--- src/rtl/pxc_pkg.sv ---
package pxc_pkg;

  typedef enum logic [1:0] {
    XDIR_IDLE = 2'd0,
    XDIR_A2B  = 2'd1,
    XDIR_B2A  = 2'd2,
    XDIR_BAD  = 2'd3
  } xdir_e;

  // parity bit that makes byte+bit satisfy the selected rule
  function automatic logic gen_par(input logic [7:0] d, input logic odd);
    return (^d) ^ odd;
  endfunction

endpackage

--- src/rtl/pxc_latch.sv ---
module pxc_latch #(
  parameter int W = 18
) (
  input  logic         clk,
  input  logic         rst_n,
  input  logic         le,
  input  logic [W-1:0] d,
  output logic [W-1:0] q
);
  logic [W-1:0] hold_q;

  always_ff @(posedge clk) begin
    if (!rst_n)  hold_q <= '0;
    else if (le) hold_q <= d;
  end

  assign q = le ? d : hold_q;
endmodule

--- src/rtl/pxc_ctrl.sv ---
module pxc_ctrl
  import pxc_pkg::*;
(
  input  logic  clk,
  input  logic  rst_n,
  input  logic  oe_a_n,
  input  logic  oe_b_n,
  output xdir_e dir,
  output logic  cfg_err
);
  logic bad_q;

  always_comb begin
    unique case ({oe_a_n, oe_b_n})
      2'b11:   dir = XDIR_IDLE;
      2'b10:   dir = XDIR_A2B;
      2'b01:   dir = XDIR_B2A;
      default: dir = XDIR_BAD;
    endcase
  end

  always_ff @(posedge clk) begin
    if (!rst_n)               bad_q <= 1'b0;
    else if (dir == XDIR_BAD) bad_q <= 1'b1;
  end

  assign cfg_err = bad_q;
endmodule

--- src/rtl/pxc_lane.sv ---
module pxc_lane
  import pxc_pkg::*;
#(
  parameter int DW = 8
) (
  input  xdir_e         dir,
  input  logic          par_thru,
  input  logic          odd_sel,
  input  logic          le_a,
  input  logic          le_b,
  input  logic [DW-1:0] a_dat,
  input  logic          a_par,
  input  logic [DW-1:0] b_dat,
  input  logic          b_par,
  output logic [DW-1:0] a_out_dat,
  output logic          a_out_par,
  output logic [DW-1:0] b_out_dat,
  output logic          b_out_par,
  output logic          err_a_n,
  output logic          err_b_n
);
  logic both_open, a_bad, b_bad, a_on, b_on;

  assign both_open = le_a & le_b;

  // the latched value of each bus feeds the opposite bus
  assign b_out_dat = a_dat;
  assign a_out_dat = b_dat;
  assign b_out_par = par_thru ? a_par : ((^a_dat) ^ odd_sel);
  assign a_out_par = par_thru ? b_par : ((^b_dat) ^ odd_sel);

  assign a_bad = ((^a_dat) ^ a_par) != odd_sel;
  assign b_bad = ((^b_dat) ^ b_par) != odd_sel;

  // the receiving side is only checked while both latches are open
  assign a_on = (dir != XDIR_B2A) | both_open;
  assign b_on = (dir != XDIR_A2B) | both_open;

  assign err_a_n = ~(a_bad & a_on);
  assign err_b_n = ~(b_bad & b_on);
endmodule

--- src/rtl/parity_xcvr.sv ---
module parity_xcvr
  import pxc_pkg::*;
#(
  parameter int LANES = 2,
  parameter int DW    = 8
) (
  input  logic                clk,
  input  logic                rst_n,
  input  logic                oe_a_n,
  input  logic                oe_b_n,
  input  logic                le_a,
  input  logic                le_b,
  input  logic                par_thru,
  input  logic                odd_sel,
  input  logic [LANES*DW-1:0] a_dat_in,
  input  logic [LANES-1:0]    a_par_in,
  input  logic [LANES*DW-1:0] b_dat_in,
  input  logic [LANES-1:0]    b_par_in,
  output logic [LANES*DW-1:0] a_dat_out,
  output logic [LANES-1:0]    a_par_out,
  output logic                a_drv,
  output logic [LANES*DW-1:0] b_dat_out,
  output logic [LANES-1:0]    b_par_out,
  output logic                b_drv,
  output logic [LANES-1:0]    err_a_n,
  output logic [LANES-1:0]    err_b_n,
  output logic                cfg_err
);
  localparam int LW = DW + 1;
  localparam int TW = LANES * LW;

  xdir_e         dir;
  logic [TW-1:0] a_pk, b_pk, a_lq, b_lq;

  pxc_ctrl u_ctrl (
    .clk(clk), .rst_n(rst_n), .oe_a_n(oe_a_n), .oe_b_n(oe_b_n),
    .dir(dir), .cfg_err(cfg_err)
  );

  pxc_latch #(.W(TW)) u_lat_a (.clk(clk), .rst_n(rst_n), .le(le_a), .d(a_pk), .q(a_lq));
  pxc_latch #(.W(TW)) u_lat_b (.clk(clk), .rst_n(rst_n), .le(le_b), .d(b_pk), .q(b_lq));

  for (genvar l = 0; l < LANES; l++) begin : g_lane
    assign a_pk[l*LW +: LW] = {a_par_in[l], a_dat_in[l*DW +: DW]};
    assign b_pk[l*LW +: LW] = {b_par_in[l], b_dat_in[l*DW +: DW]};

    pxc_lane #(.DW(DW)) u_lane (
      .dir(dir), .par_thru(par_thru), .odd_sel(odd_sel),
      .le_a(le_a), .le_b(le_b),
      .a_dat(a_lq[l*LW +: DW]), .a_par(a_lq[l*LW + DW]),
      .b_dat(b_lq[l*LW +: DW]), .b_par(b_lq[l*LW + DW]),
      .a_out_dat(a_dat_out[l*DW +: DW]), .a_out_par(a_par_out[l]),
      .b_out_dat(b_dat_out[l*DW +: DW]), .b_out_par(b_par_out[l]),
      .err_a_n(err_a_n[l]), .err_b_n(err_b_n[l])
    );
  end

  assign a_drv = (dir == XDIR_B2A);
  assign b_drv = (dir == XDIR_A2B);
endmodule

--- config.mk ---
export PLATFORM = sky130hd
export DESIGN_NAME = parity_xcvr
export DESIGN_NICKNAME = d
export VERILOG_FILES = /design/src/rtl/pxc_pkg.sv /design/src/rtl/pxc_latch.sv /design/src/rtl/pxc_ctrl.sv /design/src/rtl/pxc_lane.sv /design/src/rtl/parity_xcvr.sv
export SDC_FILE = /design/constraint.sdc
export NUM_CORES = 1
export LEC_CHECK = 0
export ABC_AREA = 1
export BUFFER_PORTS_ARGS = -buffer_cell sky130_fd_sc_hd__buf_2
export CORE_MARGIN = 2
export CORE_UTILIZATION = 47
export CTS_CLUSTER_SIZE = 30
export DETAILED_ROUTE_END_ITERATION = 12
export PLACE_DENSITY = 0.86
export SYNTH_ARGS = -nofsm -noshare
export SYNTH_HDL_FRONTEND = slang
export SYNTH_SLANG_ARGS = --single-unit
--- constraint.sdc ---
create_clock -name clk -period 1.5 [get_ports clk]
set_input_delay 0.15 -clock clk [delete_from_list [all_inputs] [get_ports clk]]
set_output_delay 0.15 -clock clk [all_outputs]
set_load 0.05 [all_outputs]
==> results of run 1 <==
## stage by stage
step	hold slack, ps	total power [W]	TNS, ps	area [um^2]	cells
6_report	187.1	0.003974	-4292	4676	742
5_1_grt	223.6	0.004142	-5179	4676	742
4_1_cts	190.7	0.003735	-3570	4472	741
3_5_place_dp	458.7	0.002723	-2739	3968	701
3_3_place_gp	448.9	0.002672	-2214	3968	701
2_1_floorplan	318.1	0.002353	-1351	3189	506
## registers in the layout, indices dropped and copies added, names as in the netlist
name / count
u_lat_a.hold_q: 18
u_ctrl.cfg_err: 1
u_lat_b.hold_q: 18
## layer usage
metal | share of wire | track usage
met4 | 0.036 | 0.1051
met3 | 0.066 | 0.03820
met5 | 0 | 0
met2 | 0.52 | 0.5167
met1 | 0.38 | 0.3212
## where the power goes
| part | switching, W | internal, W |
|---|---|---|
| Clock | 0.000399 | 0.000416 |
| Sequential | 0.0000402 | 0.00106 |
| Combinational | 0.00130 | 0.000764 |
| Total | 0.00174 | 0.00224 |
## cells in the mapped netlist, types with 3 or more instances
cell type	instances
nand2_1	257
inv_1	70
nor2_1	41
dfxtp_1	37
nand3_1	27
nand2_2	16
buf_4	13
o21ai_0	8
inv_2	7
buf_2	5
o21ai_1	5
buf_6	3
## worst paths after layout
check                     start  slack (ps)                  to
min                      oe_a_n         190      u_ctrl.cfg_err
min reg2reg      u_ctrl.cfg_err         490      u_ctrl.cfg_err
max          u_lat_a.hold_q[15]        -550        b_par_out[1]
max reg2reg  u_lat_a.hold_q[11]        -350  u_lat_a.hold_q[11]
## cells in the final DEF (no fill, tap or decap), types with 2 or more instances in the layout
master,instances
nand2_4,31
o21ai_1,5
nand2_2,94
clkbuf_8,7
nor2_1,39
inv_2,23
dfxtp_2,20
or2_1,2
inv_4,2
nand2_8,4
nor2_4,2
buf_4,92
nand3_1,10
nand3_2,19
buf_2,77
or2_2,2
nand2_1,144
o21ai_0,3
inv_1,51
o21ai_4,6
buf_12,3
buf_6,6
dfxtp_1,17
nor2_2,2
buf_8,3
## cells by family (layout without fill, tap and decap cells)
logic type | after synthesis | count (layout) | share of synthesized area
and+or+nand+nor | 350 | 350 | 0.5224
buffers and inverters | 103 | 267 | 0.1747
DFF | 37 | 37 | 0.2708
AOI/OAI and AO/OA | 16 | 16 | 0.03202
## critical path: cells and delay by family (launching register included)
kind	cells	cell delay [ps]
buffers and inverters	2	250
flip-flops	1	330
AO/OA/AOI/OAI	2	190
AND/OR/NAND/NOR	8	840
## area by class of cell
cell class                 instances  area (um^2)
fill                             317        898.4
sequential                        37        765.7
clock inverter                     1        5.005
clock buffer                       7        96.34
timing repair buffer             181         1249
inverter                          78        306.5
tap                               72        90.09
multi-input combinational        366         2163
## timing repair
action                     4_1_cts  5_1_grt
pin swaps                       28       48
gates cloned                     0        0
hold endpoints to repair         0        0
setup endpoints to repair        8       12
setup buffers                   32        6
resized for setup               68       70
==> load_flow_metrics.sql, run 1 <==
INSERT INTO impl_metrics (metric_group, metric, value, unit) VALUES
('synthesis', 'ys_top_cells_by_area', 'nand2_1, dfxtp_1, inv_1, nor2_1, nand3_1', ''),
('critical_path', 'start_kind', 'register', ''),
('min_path', 'hold_path_class', 'in -> reg', ''),
('route', 'routed_via_density', '5.143', ''),
('global_routing', 'grt.total_usage', '0.2788', ''),
('cells_and_area', 'fin_util', '0.8388', ''),
('cells_and_area', 'layout-drive-gt1-share', '0.5925', ''),
('place', 'dp_hpwl', '6.043', 'mm'),
('critical_path', 'crit_path_slowest_cell', 'dfxtp_2', ''),
('cells_and_area', 'nets', '713', ''),
('clock_tree', 'cts_tree', 'done', ''),
('sta', 'post-route-period-util', '1.369', ''),
('critical_path', 'worstRegToRegCells', '14', ''),
('clock_tree', 'cts.clk_slew.worst_paths', '80', 'ps'),
('synthesis', 'synth.yosys.warnings', '0', ''),
('global_routing', 'globalRoute.totalOverflow', '0', ''),
('route', 'drt-pass1-iter-count', '5', ''),
('power_and_ir_drop', 'leakagePower', '2.654', 'nW'),
('synthesis', 'netlist_instances', '506', ''),
('power_and_ir_drop', 'power.density', '850.0', 'mW/mm^2'),
('route', 'route.vias.total', '3816', ''),
('sta', 'slew_at_the_pin_closest_to_its_max_slew_limit', '472.1', 'ps'),
('die', 'core_area', '0.005574', 'mm^2'),
('synthesis', 'synth_area', '0.002735', 'mm^2'),
('place', 'port-buffer-count', '86', ''),
('route', 'route.detailed.drc', '0', ''),
('die', 'dieHeight', '80.29', 'um'),
('sta', 'slew_violations', '0', ''),
('die', 'core.rowCount', '27', ''),
('clock_tree', 'total_clock_sinks', '37', ''),
('die', 'dieArea', '0.006446', 'mm^2'),
('min_path', 'whs_path_depth', '4', ''),
('critical_path', 'critical_path_required', '1350', 'ps'),
('synthesis', 'synthArstFlopShare', '0', ''),
('run_status', 'violations', 'setup timing', ''),
('critical_path', 'setup.worst_path.class', 'reg -> out', ''),
('die', 'floorplan.initialDensity', '0.4907', ''),
('sta', 'clock_skew', '0', 'ps'),
('critical_path', 'critical-path-top-cell-by-count', 'nand2_1', ''),
('synthesis', 'synth_largest_type_area_fraction', '0.3527', ''),
('route', 'antenna_violating_nets_post_route', '0', ''),
('cells_and_area', 'syn2layout_area_growth', '70.95', '%'),
('synthesis', 'post-synth-top-area-cell', 'nand2_1', ''),
('clock_tree', 'cts_hold_buffers', '0', ''),
('synthesis', 'synth-edff-count', '0', ''),
('global_routing', 'grt_antenna_before_repair', '0', ''),
('place', 'gpl.final_weighted_congestion', '0.8174', ''),
('power_and_ir_drop', 'vdd_ir_drop_max', '0.5206', 'mV'),
('clock_tree', 'clockBufferDepth', '2', ''),
('synthesis', 'synth.distinct_cells', '23', ''),
('run_status', 'outcome', 'finished with violations', ''),
('route', 'wirelength', '10.45', 'mm'),
('synthesis', 'flip_flop_and_latch_count_after_synthesis', '37', ''),
('place', 'dp_slack', '-373.0', 'ps'),
('global_routing', 'grt_first_pass_wirelength', '14.25', 'mm'),
('route', 'detail_route.wl_per_cell', '14.09', 'um'),
('synthesis', 'synth.avg_cell_area', '5.405', 'um^2'),
('critical_path', 'worstSetupEndpointType', 'primary output', ''),
('die', 'io-pin-count', '87', ''),
('sta', 'least_setup_slack_across_all_paths_after_layout', '-553.5', 'ps'),
('sta', 'period_minus_slack', '2054', 'ps'),
('die', 'die-width', '80.29', 'um'),
('cells_and_area', 'antennaDiodeCount', '0', ''),
('route', 'drt_iter0_drc', '282', ''),
('sta', 'finalHoldViolCount', '0', ''),
('global_routing', 'first_global_vias', '3347', ''),
('clock_tree', 'numCtsBuffers', '5', ''),
('clock_tree', 'clk-insertion-delay-late', '300', 'ps'),
('sta', 'max-slew-margin-rel', '0.6820', ''),
('synthesis', 'synth-main-ff-cell', 'dfxtp_1', ''),
('critical_path', 'worstPathMaxFanout', '3', ''),
('synthesis', 'synth_fp_nets', '550', ''),
('global_routing', 'grt_start_max_net_pins', '24', ''),
('critical_path', 'slowest_delay', '330', 'ps'),
('critical_path', 'crit_path_cell_trace', 'nand2_1 > o21ai_4 > inv_1 > nand2_1 > nand2_1 > nand3b_1 > nand2_1 > nand2_2 > nand2_2 > nand2_1 > o21ai_1 > buf_6', ''),
('clock_tree', 'ctsHtreeMaxLevel', '2', ''),
('run', 'cap_violations', '0', ''),
('sta', 'report.final.setup_viol', '11', ''),
('synthesis', 'synth.yosys.seq_area_share', '0.2708', ''),
('sta', 'max_freq', '487.0', 'MHz'),
('critical_path', 'worst-endpoint-arrival', '1900', 'ps'),
('sta', 'rsz_0062_raised_after_global_routing', 'yes', ''),
('clock_tree', 'cts_root_buf', 'clkbuf_8', '');
No activity file was read; power rests on OpenSTA's default activity.
==> run 2: changes to the inputs <==
- CORE_UTILIZATION: 47 -> 56
- PLACE_DENSITY: 0.86 -> 0.95
- clock period: 1.5 -> 2.6 ns (I/O delays scaled with it)
==> run 2 against run 1 <==
Against the previous run:
- the flow now finishes without violations
- clock-buffer cell count down 2
- flip-flop and latch count did not move
- register-to-register slack better by 2100 ps
- sequential power fell by 44%
- combinational power decreased by 63%
- power fell by 53%
- largest cell class unchanged
- routed wire length is 39% lower
- sequential share of layout area up 6.8 points
- critical path depth rose by 3
==> load_flow_metrics.sql, run 2 (synthesis gave the netlist of run 1 again) <==
INSERT INTO impl_metrics (metric_group, metric, value, unit) VALUES
('die', 'dieHeight', '73.89', 'um'),
('clock_tree', 'ctsHtreeMaxLevel', '2', ''),
('route', 'routed_via_density', '4.731', ''),
('critical_path', 'critical-path-top-cell-by-count', 'nand2_1', ''),
('global_routing', 'grt.total_usage', '0.2445', ''),
('sta', 'fin_tns_setup', '0', 'ps'),
('die', 'core_area', '0.004723', 'mm^2'),
('route', 'drt_iter0_drc', '79', ''),
('clock_tree', 'number_of_gates_resized_after_cts', '0', ''),
('clock_tree', 'cts.clk_slew.worst_paths', '70', 'ps'),
('die', 'floorplan.initialDensity', '0.5791', ''),
('min_path', 'hp-start', 'a_dat_in[1]', ''),
('sta', 'finalHoldViolCount', '0', ''),
('clock_tree', 'cts_tree', 'done', ''),
('power_and_ir_drop', 'leakagePower', '2.027', 'nW'),
('critical_path', 'critical_path_required', '2340', 'ps'),
('route', 'detail_route.wl_per_cell', '9.856', 'um'),
('cells_and_area', 'count_of_placed_standard_cells_in_the_final_layout_fillers_left_out', '644', ''),
('global_routing', 'grt_antenna_before_repair', '0', ''),
('sta', 'slew_violations', '0', ''),
('place', 'dp_hpwl', '4.890', 'mm'),
('cells_and_area', 'final_cell_mix', 'nand2_1, buf_2, inv_1', ''),
('cells_and_area', 'layout_commonest_cell', 'nand2_1', ''),
('cells_and_area', 'post-route-cell-area', '0.003193', 'mm^2'),
('global_routing', 'first_global_vias', '2730', ''),
('cells_and_area', 'num-fill-cells', '443', ''),
('global_routing', 'grt_first_pass_wirelength', '10.72', 'mm'),
('sta', 'post-route-period-util', '0.8832', ''),
('sta', 'max_freq', '435.5', 'MHz'),
('place', 'placedInstanceArea', '0.003089', 'mm^2'),
('route', 'wirelength', '6.347', 'mm'),
('critical_path', 'crit_path_cell_trace', 'buf_2 > inv_2 > nand2_1 > nand2_1 > inv_1 > nand2_1 > nand2_1 > nand2_1 > nand2_1 > nand2_1 > nand3_2 > nand2_1 > nand2_1 > nand3_1 > buf_2', ''),
('cells_and_area', 'antennaDiodeCount', '0', ''),
('die', 'core.rowCount', '25', ''),
('critical_path', 'worst-endpoint-arrival', '2040', 'ps'),
('cells_and_area', 'layout-drive-gt1-share', '0.2218', ''),
('critical_path', 'worstPathMaxFanout', '29', ''),
('die', 'dieArea', '0.005459', 'mm^2'),
('critical_path', 'slowest_delay', '370', 'ps'),
('route', 'antenna_violating_nets_post_route', '0', ''),
('clock_tree', 'cts_hold_buffers', '0', ''),
('route', 'route.detailed.drc', '0', ''),
('critical_path', 'critPathLaunch', 'le_b', ''),
('die', 'die-width', '73.89', 'um'),
('clock_tree', 'cts_root_buf', 'clkbuf_8', ''),
('cells_and_area', 'syn2layout_area_growth', '16.74', '%'),
('min_path', 'hold_path_class', 'in -> reg', ''),
('clock_tree', 'clockBufferDepth', '2', ''),
('clock_tree', 'numCtsBuffers', '5', ''),
('power_and_ir_drop', 'vdd_ir_drop_max', '0.3750', 'mV'),
('sta', 'report.final.setup_viol', '0', ''),
('sta', 'rsz_0062_raised_after_global_routing', 'no', ''),
('power_and_ir_drop', 'report.power.total', '0.001855', 'W'),
('critical_path', 'worstSetupEndpointType', 'primary output', ''),
('critical_path', 'setup.worst_path.class', 'in -> out', ''),
('global_routing', 'grt_start_max_net_pins', '38', ''),
('run', 'cap_violations', '0', ''),
('clock_tree', 'total_clock_sinks', '37', ''),
('place', 'place_inst', '637', ''),
('place', 'port-buffer-count', '86', ''),
('cells_and_area', 'nets', '621', ''),
('power_and_ir_drop', 'power.density', '581.1', 'mW/mm^2'),
('route', 'route.vias.total', '3047', ''),
('sta', 'period_minus_slack', '2296', 'ps'),
('route', 'drt-pass1-iter-count', '4', ''),
('critical_path', 'regToRegStartpoint', 'u_lat_a.hold_q[17]', ''),
('critical_path', 'start_kind', 'input pin', ''),
('clock_tree', 'clk-insertion-delay-late', '290', 'ps'),
('sta', 'slew_at_the_pin_closest_to_its_max_slew_limit', '653.2', 'ps'),
('global_routing', 'globalRoute.totalOverflow', '0', ''),
('place', 'gpl.final_weighted_congestion', '0.7986', ''),
('sta', 'clock_skew', '0', 'ps'),
('run_status', 'outcome', 'completed', ''),
('critical_path', 'crit_path_slowest_cell', 'inv_2', ''),
('sta', 'max-slew-margin-rel', '0.5639', ''),
('clock_tree', 'buffers_inserted_during_post_cts_setup_optimization', '0', ''),
('die', 'io-pin-count', '87', '');
==> run 2: cell count changes in the layout (fill, tap and decap cells not counted), moves of 19 or more <==
cell,before,now
buf_4,92,3
nand2_1,144,257
nand2_2,94,16
inv_1,51,70
dfxtp_1,17,37
nand2_4,31,0
dfxtp_2,20,0
==> run 2: critical path, delay by kind of cell <==
kind / cells / cell delay [ps]
simple gates: 11 / 880
buf+inv: 4 / 880
==> run 2: layout make-up <==
cell class	count	area, um^2	share of cell area
flip-flops and latches	37	740.7	0.2320
multi-input cells	366	1516	0.4749
well taps	67	83.83	0.02625
repair buffers	89	452.9	0.1418
clock inverters	2	35.03	0.01097
inverters	78	295.3	0.09248
clock buffers	5	68.82	0.02155
==> run 2: power breakdown <==
part           leakage [nW]  internal, W  switching, W
clock network        0.0540     0.000279      0.000205
logic                  1.67     0.000202      0.000550
registers             0.307     0.000605     0.0000152
total                  2.03      0.00109      0.000770
==> run 2: final timing paths <==
check / slack (ps) / cells after the start / to
worst max-delay path: 300 / 15 / err_b_n[0]
worst min-delay path: 300 / 5 / u_lat_a.hold_q[1]
worst max register to register: 1770 / 2 / u_lat_a.hold_q[17]
worst min register to register: 490 / 2 / u_lat_a.hold_q[16]
==> run 2: routing by layer <==
layer	routed length (um)	global-route usage
met2	3142	0.4444
met3	323	0.04938
met4	82	0.08485
met1	2798	0.2813
met5	0	0
==> run 2: through the flow <==
step	hold slack [ps]	utilization	setup slack, ps
finish	298.7	0.6760	303.6
global route	328.0	0.6760	58.17
CTS	294.8	0.6760	314.8
detailed placement	484.4	0.6540	316.1
global placement	441.8	0.6540	431.8
floorplan	428.1	-	206.8
==> run 3: changes to the inputs <==
- clock period: 2.6 -> 2.7 ns (I/O delays scaled with it)
==> run 3 against run 2 <==
Against the previous run:
- sequential power shrank 3.7%
- sequential share of layout area up 0.28 points
- via count up 0.23%
- power fell by 9.5%
- first-iteration DRC count rose by 80%
- hold slack improved by 8.3 ps
- largest power group unchanged
- largest cell class unchanged
==> load_flow_metrics.sql, run 3 (synthesis gave the netlist of run 1 again) <==
INSERT INTO impl_metrics (metric_group, metric, value, unit) VALUES
('run_status', 'outcome', 'completed', ''),
('sta', 'max-slew-margin-rel', '0.5490', ''),
('critical_path', 'worst-endpoint-arrival', '2120', 'ps'),
('sta', 'period_minus_slack', '2394', 'ps'),
('critical_path', 'slowest_delay', '380', 'ps'),
('clock_tree', 'ctsHtreeMaxLevel', '2', ''),
('critical_path', 'critPathLaunch', 'le_b', ''),
('global_routing', 'grt_first_pass_wirelength', '10.83', 'mm'),
('critical_path', 'worstPathMaxFanout', '29', ''),
('die', 'dieArea', '0.005459', 'mm^2'),
('critical_path', 'crit_buf_inv', '4', ''),
('cells_and_area', 'antennaDiodeCount', '0', ''),
('power_and_ir_drop', 'p_sw_frac', '0.4370', ''),
('min_path', 'hold_path_class', 'in -> reg', ''),
('critical_path', 'crit_path_cell_trace', 'buf_2 > inv_2 > nand2_1 > nand2_1 > inv_1 > nand2_1 > nand2_1 > nand2_1 > nand2_1 > nand2_1 > nand3_1 > nand2_1 > nand2_1 > nand3_1 > buf_2', ''),
('critical_path', 'regToRegStartpoint', 'u_lat_a.hold_q[8]', ''),
('global_routing', 'grt_antenna_before_repair', '0', ''),
('clock_tree', 'cts.clk_slew.worst_paths', '70', 'ps'),
('clock_tree', 'clockBufferDepth', '2', ''),
('die', 'floorplan.initialDensity', '0.5791', ''),
('cells_and_area', 'layout_commonest_cell', 'nand2_1', ''),
('global_routing', 'globalRoute.totalOverflow', '0', ''),
('route', 'route.vias.total', '3054', ''),
('die', 'die-width', '73.89', 'um'),
('cells_and_area', 'count_of_placed_standard_cells_in_the_final_layout_fillers_left_out', '642', ''),
('critical_path', 'cpLargestDelayFamily', 'simple AND/OR/NAND/NOR gates', ''),
('clock_tree', 'cts_root_buf', 'clkbuf_8', ''),
('power_and_ir_drop', 'report.power.total', '0.001679', 'W'),
('place', 'dp_hpwl', '5.013', 'mm'),
('route', 'routed_via_density', '4.757', ''),
('global_routing', 'grt_start_max_net_pins', '38', ''),
('critical_path', 'critical-path-top-cell-by-count', 'nand2_1', ''),
('route', 'drt_iter0_drc', '142', ''),
('cells_and_area', 'multi_input_comb_area', '0.001516', 'mm^2'),
('sta', 'clock_skew', '0', 'ps'),
('route', 'wirelength', '6.507', 'mm'),
('cells_and_area', 'nets', '620', ''),
('place', 'port-buffer-count', '86', ''),
('power_and_ir_drop', 'leakagePower', '2.008', 'nW'),
('critical_path', 'crit_path_slowest_cell', 'inv_2', ''),
('clock_tree', 'number_of_gates_resized_after_cts', '0', ''),
('cells_and_area', 'layout-drive-gt1-share', '0.2191', ''),
('power_and_ir_drop', 'vdd_ir_drop_max', '0.3513', 'mV'),
('critical_path', 'start_kind', 'input pin', ''),
('clock_tree', 'clk-insertion-delay-late', '280', 'ps'),
('cells_and_area', 'seqCellArea', '740.7', 'um^2'),
('place', 'gpl.final_weighted_congestion', '0.8426', ''),
('power_and_ir_drop', 'clock_power_share', '0.213', ''),
('place', 'place_inst', '636', ''),
('sta', 'slew_violations', '0', ''),
('cells_and_area', 'syn2layout_area_growth', '15.37', '%'),
('critical_path', 'critical_path_required', '2430', 'ps'),
('run', 'cap_violations', '0', ''),
('global_routing', 'grt.total_usage', '0.2484', ''),
('critical_path', 'worstSetupEndpointType', 'primary output', ''),
('die', 'io-pin-count', '87', ''),
('sta', 'fin_tns_setup', '0', 'ps'),
('power_and_ir_drop', 'int_pwr', '0.0009453', 'W'),
('cells_and_area', 'final_cell_mix', 'nand2_1, buf_2, inv_1', ''),
('route', 'drt-pass1-iter-count', '5', ''),
('sta', 'post-route-period-util', '0.8868', ''),
('route', 'detail_route.wl_per_cell', '10.14', 'um'),
('clock_tree', 'buffers_inserted_during_post_cts_setup_optimization', '0', ''),
('clock_tree', 'total_clock_sinks', '37', ''),
('sta', 'least_setup_slack_across_all_paths_after_layout', '305.5', 'ps'),
('route', 'antenna_violating_nets_post_route', '0', ''),
('power_and_ir_drop', 'switching_power', '0.0007338', 'W'),
('clock_tree', 'cts_tree', 'done', ''),
('sta', 'slew_at_the_pin_closest_to_its_max_slew_limit', '675.6', 'ps'),
('power_and_ir_drop', 'power.combinational.fraction', '0.431', ''),
('route', 'route.detailed.drc', '0', ''),
('sta', 'rsz_0062_raised_after_global_routing', 'no', ''),
('power_and_ir_drop', 'pwr-share-seq', '0.356', ''),
('sta', 'finalHoldViolCount', '0', ''),
('critical_path', 'setup.worst_path.class', 'in -> out', ''),
('clock_tree', 'cts_hold_buffers', '0', ''),
('die', 'core.rowCount', '25', ''),
('cells_and_area', 'num-fill-cells', '461', ''),
('die', 'dieHeight', '73.89', 'um'),
('clock_tree', 'numCtsBuffers', '5', ''),
('die', 'core_area', '0.004723', 'mm^2'),
('sta', 'max_freq', '417.6', 'MHz'),
('min_path', 'hp-start', 'oe_a_n', ''),
('global_routing', 'first_global_vias', '2739', ''),
('power_and_ir_drop', 'power.density', '532.1', 'mW/mm^2'),
('sta', 'report.final.setup_viol', '0', ''),
('place', 'dp_slack', '347.3', 'ps');
-- run 3: tightest hold or removal path, stage by stage --
cell and delay (ps):
buf_2 100, inv_1 60, a21oi_1 60, nor2_1 70
-- run 3: power groups by stage --
stage               Clock [W]  Sequential [W]  Combinational, W
floorplan                   0        0.000609          0.000603
global placement            0        0.000608          0.000700
detailed placement          0        0.000610          0.000721
CTS                  0.000364        0.000597          0.000723
global route         0.000383        0.000600          0.000800
finish               0.000358        0.000597          0.000723
-- run 3: per-layer routing --
layer  vias to the layer above  track usage  wire, um
met5                         -            0         0
met4                         0      0.08687        63
met3                         4      0.04801       416
met2                        99       0.4415      3228
met1                      1341       0.2952      2798
li1                       1610            -         -
-- run 3: path summary, 6_finish.rpt --
path | end | slack [ps] | cells after the start
max | err_b_n[1] | 310 | 15
min | u_ctrl.cfg_err | 310 | 4
max reg2reg | u_lat_a.hold_q[8] | 1820 | 2
min reg2reg | u_ctrl.cfg_err | 480 | 2
-- run 3: layout make-up --
cell class	instances	share of cell area
clock buffers	5	0.02181
clock inverters	1	0.001586
inverters	78	0.09358
multi-input cells	366	0.4806
flip-flops and latches	37	0.2347
well taps	67	0.02657
repair buffers	88	0.1412
-- run 3: metrics by stage --
stage	utilization	hold WS [ps]	cell area, um^2
detailed placement	0.6525	459.9	3082
CTS	0.6681	305.8	3156
finish	0.6681	307.0	3156
global placement	0.6525	444.7	3082
global route	0.6681	330.2	3156
floorplan	-	438.1	2735
